$ cat config.mk
export PLATFORM = sky130hd
export DESIGN_NAME = adc_conv_arbiter
export DESIGN_NICKNAME = d
export VERILOG_FILES = /design/src/rtl/adcarb_pkg.sv /design/src/rtl/adcarb_trig_sel.sv /design/src/rtl/adcarb_scan_seq.sv /design/src/rtl/adcarb_core_ctl.sv /design/src/rtl/adc_conv_arbiter.sv
export SDC_FILE = /design/constraint.sdc
export NUM_CORES = 1
export LEC_CHECK = 0
export BUFFER_PORTS_ARGS = -buffer_cell sky130_fd_sc_hd__clkbuf_2
export CAP_MARGIN = 20
export CORE_MARGIN = 4
export CORE_UTILIZATION = 49
export DETAILED_ROUTE_END_ITERATION = 12
export PLACE_DENSITY = 0.79
export SLEW_MARGIN = 20
export SYNTH_ARGS = -nofsm -noshare
export SYNTH_HDL_FRONTEND = slang
export SYNTH_HIERARCHICAL = 1
export SYNTH_SLANG_ARGS = --single-unit
$ cat constraint.sdc
create_clock -name clk -period 2.2 [get_ports clk]
set_input_delay 0.44 -clock clk [delete_from_list [all_inputs] [get_ports clk]]
set_output_delay 0.44 -clock clk [all_outputs]
set_load 0.1 [all_outputs]
$ cat src/rtl/adcarb_pkg.sv
package adcarb_pkg;
  // Which request class owns a conversion
  typedef enum logic {
    CLS_SINGLE = 1'b0,
    CLS_SCAN   = 1'b1
  } conv_class_e;
endpackage

$ cat src/rtl/adcarb_trig_sel.sv
module adcarb_trig_sel #(
  parameter int NTRIG = 8,
  localparam int TSEL_W = (NTRIG > 1) ? $clog2(NTRIG) : 1
) (
  input  logic              sw_start,
  input  logic              sw_stop,
  input  logic              hw_en,
  input  logic [TSEL_W-1:0] hw_sel,
  input  logic [NTRIG-1:0]  hw_trig,
  output logic              req,
  output logic              stop_eff
);
  logic hw_hit;

  assign hw_hit   = hw_en & hw_trig[hw_sel];
  assign req      = sw_start | hw_hit;
  // a start in the same cycle overrides the stop
  assign stop_eff = sw_stop & ~req;
endmodule

$ cat src/rtl/adcarb_scan_seq.sv
module adcarb_scan_seq #(
  parameter int NCHAN = 8,
  localparam int CH_W = (NCHAN > 1) ? $clog2(NCHAN) : 1
) (
  input  logic             clk,
  input  logic             rst_n,
  input  logic             load,
  input  logic [NCHAN-1:0] mask,
  input  logic             advance,
  input  logic             finish,
  input  logic             kill,
  output logic             run,
  output logic             has_next,
  output logic [CH_W-1:0]  next_chan,
  output logic             left_empty
);
  logic [NCHAN-1:0] left_q;

  function automatic logic [CH_W-1:0] first_set(input logic [NCHAN-1:0] m);
    logic [CH_W-1:0] idx;
    idx = '0;
    for (int i = NCHAN - 1; i >= 0; i--) begin
      if (m[i]) idx = CH_W'(i);
    end
    return idx;
  endfunction

  function automatic logic [NCHAN-1:0] drop_first(input logic [NCHAN-1:0] m);
    return m & (m - NCHAN'(1));
  endfunction

  always_ff @(posedge clk or negedge rst_n) begin
    if (!rst_n) begin
      run    <= 1'b0;
      left_q <= '0;
    end else if (kill) begin
      run    <= 1'b0;
      left_q <= '0;
    end else if (load) begin
      run    <= |mask;
      left_q <= mask;
    end else begin
      if (advance) left_q <= drop_first(left_q);
      if (finish)  run    <= 1'b0;
    end
  end

  assign has_next   = |left_q;
  assign left_empty = ~|left_q;
  assign next_chan  = first_set(left_q);

  // an empty mask never starts a sequence
  assert_empty_mask_R4: assert property (@(posedge clk) disable iff (!rst_n)
    (load && mask == '0) |=> !run);

  // a stop leaves no sequence running
  assert_scan_kill_R6: assert property (@(posedge clk) disable iff (!rst_n)
    kill |=> (!run && left_empty));
endmodule

$ cat src/rtl/adcarb_core_ctl.sv
module adcarb_core_ctl
  import adcarb_pkg::*;
#(
  parameter int NCHAN = 8,
  parameter int RES_W = 12,
  localparam int CH_W = (NCHAN > 1) ? $clog2(NCHAN) : 1
) (
  input  logic             clk,
  input  logic             rst_n,
  input  logic             single_req,
  input  logic             single_stop,
  input  logic [CH_W-1:0]  single_chan,
  input  logic             tailgate_en,
  input  logic             scan_stop,
  input  logic             scan_run,
  input  logic             scan_has_next,
  input  logic [CH_W-1:0]  scan_next_chan,
  input  logic             scan_left_empty,
  input  logic             core_done,
  input  logic [RES_W-1:0] core_result,
  output logic             scan_issue,
  output logic             scan_end,
  output logic             core_start,
  output logic [CH_W-1:0]  core_chan,
  output logic             single_active,
  output logic [RES_W-1:0] single_result,
  output logic             single_valid,
  output logic [RES_W-1:0] scan_result,
  output logic [CH_W-1:0]  scan_result_chan,
  output logic             scan_valid
);
  logic        busy_q, abort_q, single_pend_q, single_gate_q;
  conv_class_e cls_q;

  // named events for the assertions
  logic core_free, done_live, single_inflight, scan_inflight;
  logic single_accept, single_can, scan_can, single_issue;
  logic kill_single, kill_scan;

  assign core_free       = !busy_q || core_done;
  assign single_inflight = busy_q && !abort_q && (cls_q == CLS_SINGLE);
  assign scan_inflight   = busy_q && !abort_q && (cls_q == CLS_SCAN);
  assign done_live       = core_done && busy_q && !abort_q;
  assign kill_single     = single_stop && single_inflight;
  assign kill_scan       = scan_stop && scan_inflight;

  assign scan_end      = done_live && (cls_q == CLS_SCAN) && scan_run && scan_left_empty && !scan_stop;
  assign single_accept = single_req && !single_pend_q && !single_inflight;
  assign scan_can      = scan_run && scan_has_next && !scan_stop;
  assign single_can    = single_pend_q && (!single_gate_q || scan_end) && !single_stop;
  assign scan_issue    = core_free && scan_can;
  assign single_issue  = core_free && single_can && !scan_can;

  // issue and in-flight tracking
  always_ff @(posedge clk or negedge rst_n) begin
    if (!rst_n) begin
      busy_q     <= 1'b0;
      abort_q    <= 1'b0;
      cls_q      <= CLS_SINGLE;
      core_start <= 1'b0;
      core_chan  <= '0;
    end else begin
      core_start <= scan_issue || single_issue;
      if (scan_issue || single_issue) begin
        busy_q    <= 1'b1;
        abort_q   <= 1'b0;
        cls_q     <= scan_issue ? CLS_SCAN : CLS_SINGLE;
        core_chan <= scan_issue ? scan_next_chan : single_chan;
      end else if (core_done) begin
        busy_q  <= 1'b0;
        abort_q <= 1'b0;
      end else if (kill_single || kill_scan) begin
        abort_q <= 1'b1;
      end
    end
  end

  // single request bookkeeping, including tailgate hold
  always_ff @(posedge clk or negedge rst_n) begin
    if (!rst_n) begin
      single_pend_q <= 1'b0;
      single_gate_q <= 1'b0;
    end else if (single_stop) begin
      single_pend_q <= 1'b0;
      single_gate_q <= 1'b0;
    end else if (single_accept) begin
      single_pend_q <= 1'b1;
      single_gate_q <= tailgate_en;
    end else begin
      if (single_issue) single_pend_q <= 1'b0;
      if (single_issue || scan_end) single_gate_q <= 1'b0;
    end
  end

  // result registers
  always_ff @(posedge clk or negedge rst_n) begin
    if (!rst_n) begin
      single_result    <= '0;
      single_valid     <= 1'b0;
      scan_result      <= '0;
      scan_result_chan <= '0;
      scan_valid       <= 1'b0;
    end else begin
      if (kill_single) begin
        single_result <= '0;
        single_valid  <= 1'b0;
      end else if (done_live && cls_q == CLS_SINGLE) begin
        single_result <= core_result;
        single_valid  <= 1'b1;
      end
      if (kill_scan) begin
        scan_result      <= '0;
        scan_result_chan <= '0;
        scan_valid       <= 1'b0;
      end else if (done_live && cls_q == CLS_SCAN) begin
        scan_result      <= core_result;
        scan_result_chan <= core_chan;
        scan_valid       <= 1'b1;
      end
    end
  end

  assign single_active = single_pend_q || single_inflight;

  // nothing new is started while the core is still working
  assert_one_inflight_R2: assert property (@(posedge clk) disable iff (!rst_n)
    (busy_q && !core_done) |=> !core_start);

  // stopping drops the single active flag on the next edge
  assert_single_stop_R6: assert property (@(posedge clk) disable iff (!rst_n)
    single_stop |=> !single_active);

  // abandoning an in-flight single wipes its result
  assert_abort_clears_R7: assert property (@(posedge clk) disable iff (!rst_n)
    kill_single |=> (!single_valid && single_result == '0));

  // live work always shows up in an active flag
  assert_active_cover_R8: assert property (@(posedge clk) disable iff (!rst_n)
    (busy_q && !abort_q) |-> (single_active || scan_run));
endmodule

$ cat src/rtl/adc_conv_arbiter.sv
module adc_conv_arbiter
  import adcarb_pkg::*;
#(
  parameter int NTRIG = 8,
  parameter int NCHAN = 8,
  parameter int RES_W = 12,
  localparam int TSEL_W = (NTRIG > 1) ? $clog2(NTRIG) : 1,
  localparam int CH_W   = (NCHAN > 1) ? $clog2(NCHAN) : 1
) (
  input  logic              clk,
  input  logic              rst_n,
  input  logic              single_start_cmd,
  input  logic              single_stop_cmd,
  input  logic              scan_start_cmd,
  input  logic              scan_stop_cmd,
  input  logic              tailgate_en,
  input  logic              single_hw_en,
  input  logic [TSEL_W-1:0] single_hw_sel,
  input  logic              scan_hw_en,
  input  logic [TSEL_W-1:0] scan_hw_sel,
  input  logic [NTRIG-1:0]  hw_trig,
  input  logic [CH_W-1:0]   single_chan,
  input  logic [NCHAN-1:0]  scan_mask,
  output logic              core_start,
  output logic [CH_W-1:0]   core_chan,
  input  logic              core_done,
  input  logic [RES_W-1:0]  core_result,
  output logic              single_active,
  output logic              scan_active,
  output logic [RES_W-1:0]  single_result,
  output logic              single_valid,
  output logic [RES_W-1:0]  scan_result,
  output logic [CH_W-1:0]   scan_result_chan,
  output logic              scan_valid
);
  localparam int NCLS = 2;

  logic [NCLS-1:0]   cls_start, cls_stop_cmd, cls_hw_en, cls_req, cls_stop;
  logic [TSEL_W-1:0] cls_sel [NCLS];

  assign cls_start[CLS_SINGLE]    = single_start_cmd;
  assign cls_start[CLS_SCAN]      = scan_start_cmd;
  assign cls_stop_cmd[CLS_SINGLE] = single_stop_cmd;
  assign cls_stop_cmd[CLS_SCAN]   = scan_stop_cmd;
  assign cls_hw_en[CLS_SINGLE]    = single_hw_en;
  assign cls_hw_en[CLS_SCAN]      = scan_hw_en;
  assign cls_sel[CLS_SINGLE]      = single_hw_sel;
  assign cls_sel[CLS_SCAN]        = scan_hw_sel;

  for (genvar c = 0; c < NCLS; c++) begin : g_trig
    adcarb_trig_sel #(.NTRIG(NTRIG)) u_trig (
      .sw_start (cls_start[c]),
      .sw_stop  (cls_stop_cmd[c]),
      .hw_en    (cls_hw_en[c]),
      .hw_sel   (cls_sel[c]),
      .hw_trig  (hw_trig),
      .req      (cls_req[c]),
      .stop_eff (cls_stop[c])
    );
  end

  logic            scan_run, scan_has_next, scan_left_empty, scan_issue, scan_end, scan_load;
  logic [CH_W-1:0] scan_next_chan;

  // a scan request while a sequence runs is merged
  assign scan_load = cls_req[CLS_SCAN] && !scan_run;

  adcarb_scan_seq #(.NCHAN(NCHAN)) u_seq (
    .clk        (clk),
    .rst_n      (rst_n),
    .load       (scan_load),
    .mask       (scan_mask),
    .advance    (scan_issue),
    .finish     (scan_end),
    .kill       (cls_stop[CLS_SCAN]),
    .run        (scan_run),
    .has_next   (scan_has_next),
    .next_chan  (scan_next_chan),
    .left_empty (scan_left_empty)
  );

  adcarb_core_ctl #(.NCHAN(NCHAN), .RES_W(RES_W)) u_ctl (
    .clk              (clk),
    .rst_n            (rst_n),
    .single_req       (cls_req[CLS_SINGLE]),
    .single_stop      (cls_stop[CLS_SINGLE]),
    .single_chan      (single_chan),
    .tailgate_en      (tailgate_en),
    .scan_stop        (cls_stop[CLS_SCAN]),
    .scan_run         (scan_run),
    .scan_has_next    (scan_has_next),
    .scan_next_chan   (scan_next_chan),
    .scan_left_empty  (scan_left_empty),
    .core_done        (core_done),
    .core_result      (core_result),
    .scan_issue       (scan_issue),
    .scan_end         (scan_end),
    .core_start       (core_start),
    .core_chan        (core_chan),
    .single_active    (single_active),
    .single_result    (single_result),
    .single_valid     (single_valid),
    .scan_result      (scan_result),
    .scan_result_chan (scan_result_chan),
    .scan_valid       (scan_valid)
  );

  assign scan_active = scan_run;

  // stopping the scan drops its active flag on the next edge
  assert_scan_stop_R6: assert property (@(posedge clk) disable iff (!rst_n)
    cls_stop[CLS_SCAN] |=> !scan_active);
endmodule

==> results.sh <==
export IMPL_io_pins=82
export IMPL_fin_nets=348
export IMPL_htreeDepth=2
export IMPL_drcViolationCount=0
export IMPL_crit_path_end_kind="flop"
export IMPL_grt_pass1_vias=1912
export IMPL_clk_latency_ns=0.31
export IMPL_drt_total_wl_mm=5.75
export IMPL_dr_pass1_iters=4
export IMPL_synth_commonest_cells="dfrtp_1, a22o_1, a21oi_1"
export IMPL_max_freq_ghz=0.475
export IMPL_drv_cap=0
export IMPL_wl_per_cell_um=16.2
export IMPL_slew_headroom_pct=57.9
export IMPL_path_cells="buf_6 > mux4_2 > or2_4 > a41oi_2 > and3b_2 > nand2b_4 > inv_8 > a211o_4 > a21oi_2"
export IMPL_period_share_pct=95.8
export IMPL_dieArea_sq_um=5740
export IMPL_via_count=1994
export IMPL_grt_total_usage_pct=20.3
export IMPL_cp_slowest_cell="mux4_2"
export IMPL_hold_viol=0
export IMPL_start_util_pct=51.0
export IMPL_slew_viol_final=0
export IMPL_fillerInstances=314
export IMPL_drt_iter0_drc=107
export IMPL_synth_cell_types=49
export IMPL_async_flop_share_pct=100
export IMPL_vias_per_cell=5.63
export IMPL_synth_ff_type="dfrtp_1"
export IMPL_portBuffers=81
export IMPL_synth_seq_cells=47
export IMPL_grt_ovfl_total=0
export IMPL_yosysSeqAreaShare_pct=52.3
export IMPL_ant_nets=0
export IMPL_cp_start_kind="primary input"
export IMPL_clockBufferDepth=2
export IMPL_finClkSkew_ns=0.00727
export IMPL_antenna_cells=0
export IMPL_fp_coreArea_sq_um=4410
export IMPL_cts_root_buffer="clkbuf_8"
export IMPL_drive_above_1_share_pct=45.7
export IMPL_setup_viol_count_final=0
export IMPL_yosysTopAreaCell="dfrtp_1"
export IMPL_path_max_fanout=11
export IMPL_syn_nets=244
export IMPL_reg2reg_depth=7
export IMPL_fin_util_pct=69.3
export IMPL_die_y_um=75.8
export IMPL_ys_top_cells_by_area="dfrtp_1, a22o_1, a21oi_1"
export IMPL_hold_class="primary input to async pin"
export IMPL_ys_warnings_count=6
export IMPL_synth_avg_cell_area_sq_um=11.4
export IMPL_tightest_slew_ns=0.631
export IMPL_synth_top_area_share_pct=52.3
export IMPL_status="complete, no violations"
export IMPL_worst_setup_path_type="primary input to flop"
export IMPL_arrival_ns=2.35
export IMPL_fin_setup_tns_ns=0
export IMPL_worstPathRequired_ns=2.44
export IMPL_ctsHoldBuffers=0
export IMPL_cts_made_buffers=5
export IMPL_r2r_start="u_seq/left_q[2]"
export IMPL_rrSetupSlack_ns=0.32
export IMPL_gp_congestion=0.834
export IMPL_place_hpwl_mm=4.39
export IMPL_worst_r2r_endpoint="u_ctl/core_chan[0]"
export IMPL_grt_first_pass_wirelength_mm=8.89
export IMPL_syn2layout_area_growth_pct=35.9
export IMPL_clock_sinks=47
export IMPL_netlist_area_sq_um=2250
export IMPL_tritoncts="built"
export IMPL_post_synth_inst_count=197
export IMPL_clk_pin_slew_ns=0.09
export IMPL_grt_antenna_before_repair=0
export IMPL_synth_most_common_cell="dfrtp_1"
export IMPL_synth_edf_count=0
export IMPL_row_count=24
export IMPL_slowest_delay_ns=0.48
export IMPL_period_minus_slack_ns=2.11
export IMPL_grt_max_degree=21
export IMPL_die_x_um=75.8
export IMPL_rsz0062_at_grt="false"
-- registers in the layout, summed over array words and instances (netlist names) --
register	count
u_ctl/single_gate_q	1
u_ctl/single_result	12
u_seq/left_q	8
u_ctl/abort_q	1
u_ctl/core_chan	3
u_ctl/scan_valid	1
u_ctl/scan_result_chan	3
u_ctl/scan_result	12
u_ctl/busy_q	1
u_ctl/single_pend_q	1
u_ctl/cls_q	1
u_seq/run	1
u_ctl/core_start	1
u_ctl/single_valid	1
-- metal layers --
| metal | up-vias | GRT usage [%] | wire length [um] |
|---|---|---|---|
| met2 | 53 | 33.6 | 2910 |
| li1 | 966 | - | - |
| met5 | - | 0 | 0 |
| met1 | 968 | 26.6 | 2460 |
| met3 | 7 | 5.28 | 328 |
| met4 | 0 | 4.66 | 48 |
-- through the flow --
stage | hold WS, ns | cell area, sq um | setup WS (ns) | std cells
3_3_place_gp | 0.349 | 2880 | -0.207 | 344
4_1_cts | 0.0117 | 2990 | 0.0427 | 352
6_report | 0.00924 | 3060 | 0.0933 | 354
2_1_floorplan | 0.144 | 2280 | -0.128 | 197
5_1_grt | 0.0102 | 3060 | 0.0249 | 354
3_5_place_dp | 0.347 | 2880 | -0.269 | 344
-- cells in the final DEF (no fill, tap or decap), types with 2 or more instances in the layout --
cell and n:
nand2_1 8, a22o_1 27, clkbuf_8 5, nand2b_1 4, nand3_1 3, o31ai_2 4
a41oi_2 2, o21ai_0 2, inv_1 9, a311oi_1 2, a21oi_1 15, mux2i_1 6
or2_4 2, a31oi_1 3, nand3b_1 4, a41o_1 2, clkbuf_2 80, o21ai_1 2
nor4_1 2, buf_4 23, a311o_1 2, mux4_2 2, dfrtp_1 47, nor2_1 11
-- worst max-delay path by stage --
stage | startpoint | to | slack, ns
finish | scan_hw_sel[0] | u_seq/left_q[1] | 0.09
global route | scan_hw_sel[0] | u_seq/left_q[1] | 0.02
CTS | scan_hw_sel[0] | u_ctl/core_chan[2] | 0.04
detailed placement | scan_hw_sel[0] | u_ctl/core_chan[1] | -0.27
global placement | scan_hw_sel[0] | u_ctl/cls_q | -0.21
floorplan | scan_hw_sel[0] | u_ctl/cls_q | -0.13
-- worst max-delay path: cells and delay by family --
family          cells  cell delay, ns
compound gates      3            0.66
simple gates        3            0.63
mux                 1            0.48
buf+inv             2            0.12
-- cell type report --
class	count	area (sq um)	share of cell area, %
sequential	47	1180	38.4
multi-input combinational	133	1070	35.1
timing repair buffer	104	584	19.1
clock buffer	5	68.8	2.25
tap	52	65.1	2.13
clock inverter	3	46.3	1.51
inverter	10	45.0	1.47
-- kinds of logic (layout without fill, tap and decap cells) --
family / count (synthesis) / after routing / share of synthesized area (%)
compound gates: 72 / 72 / 24.2
buf+inv: 17 / 122 / 3.17
flops: 47 / 47 / 52.3
mux: 9 / 9 / 5.17
simple gates: 52 / 52 / 15.2
-- repair_timing --
item | in CTS | in global routing
setup buffers | 0 | 2
endpoints found under the hold margin | 0 | 0
endpoints found under the setup margin | 0 | 9
resized for setup | 0 | 12
Power is left out: the tool's default activity adds up to more than one toggle a clock period on the data nets, which glitch-free logic cannot reach.
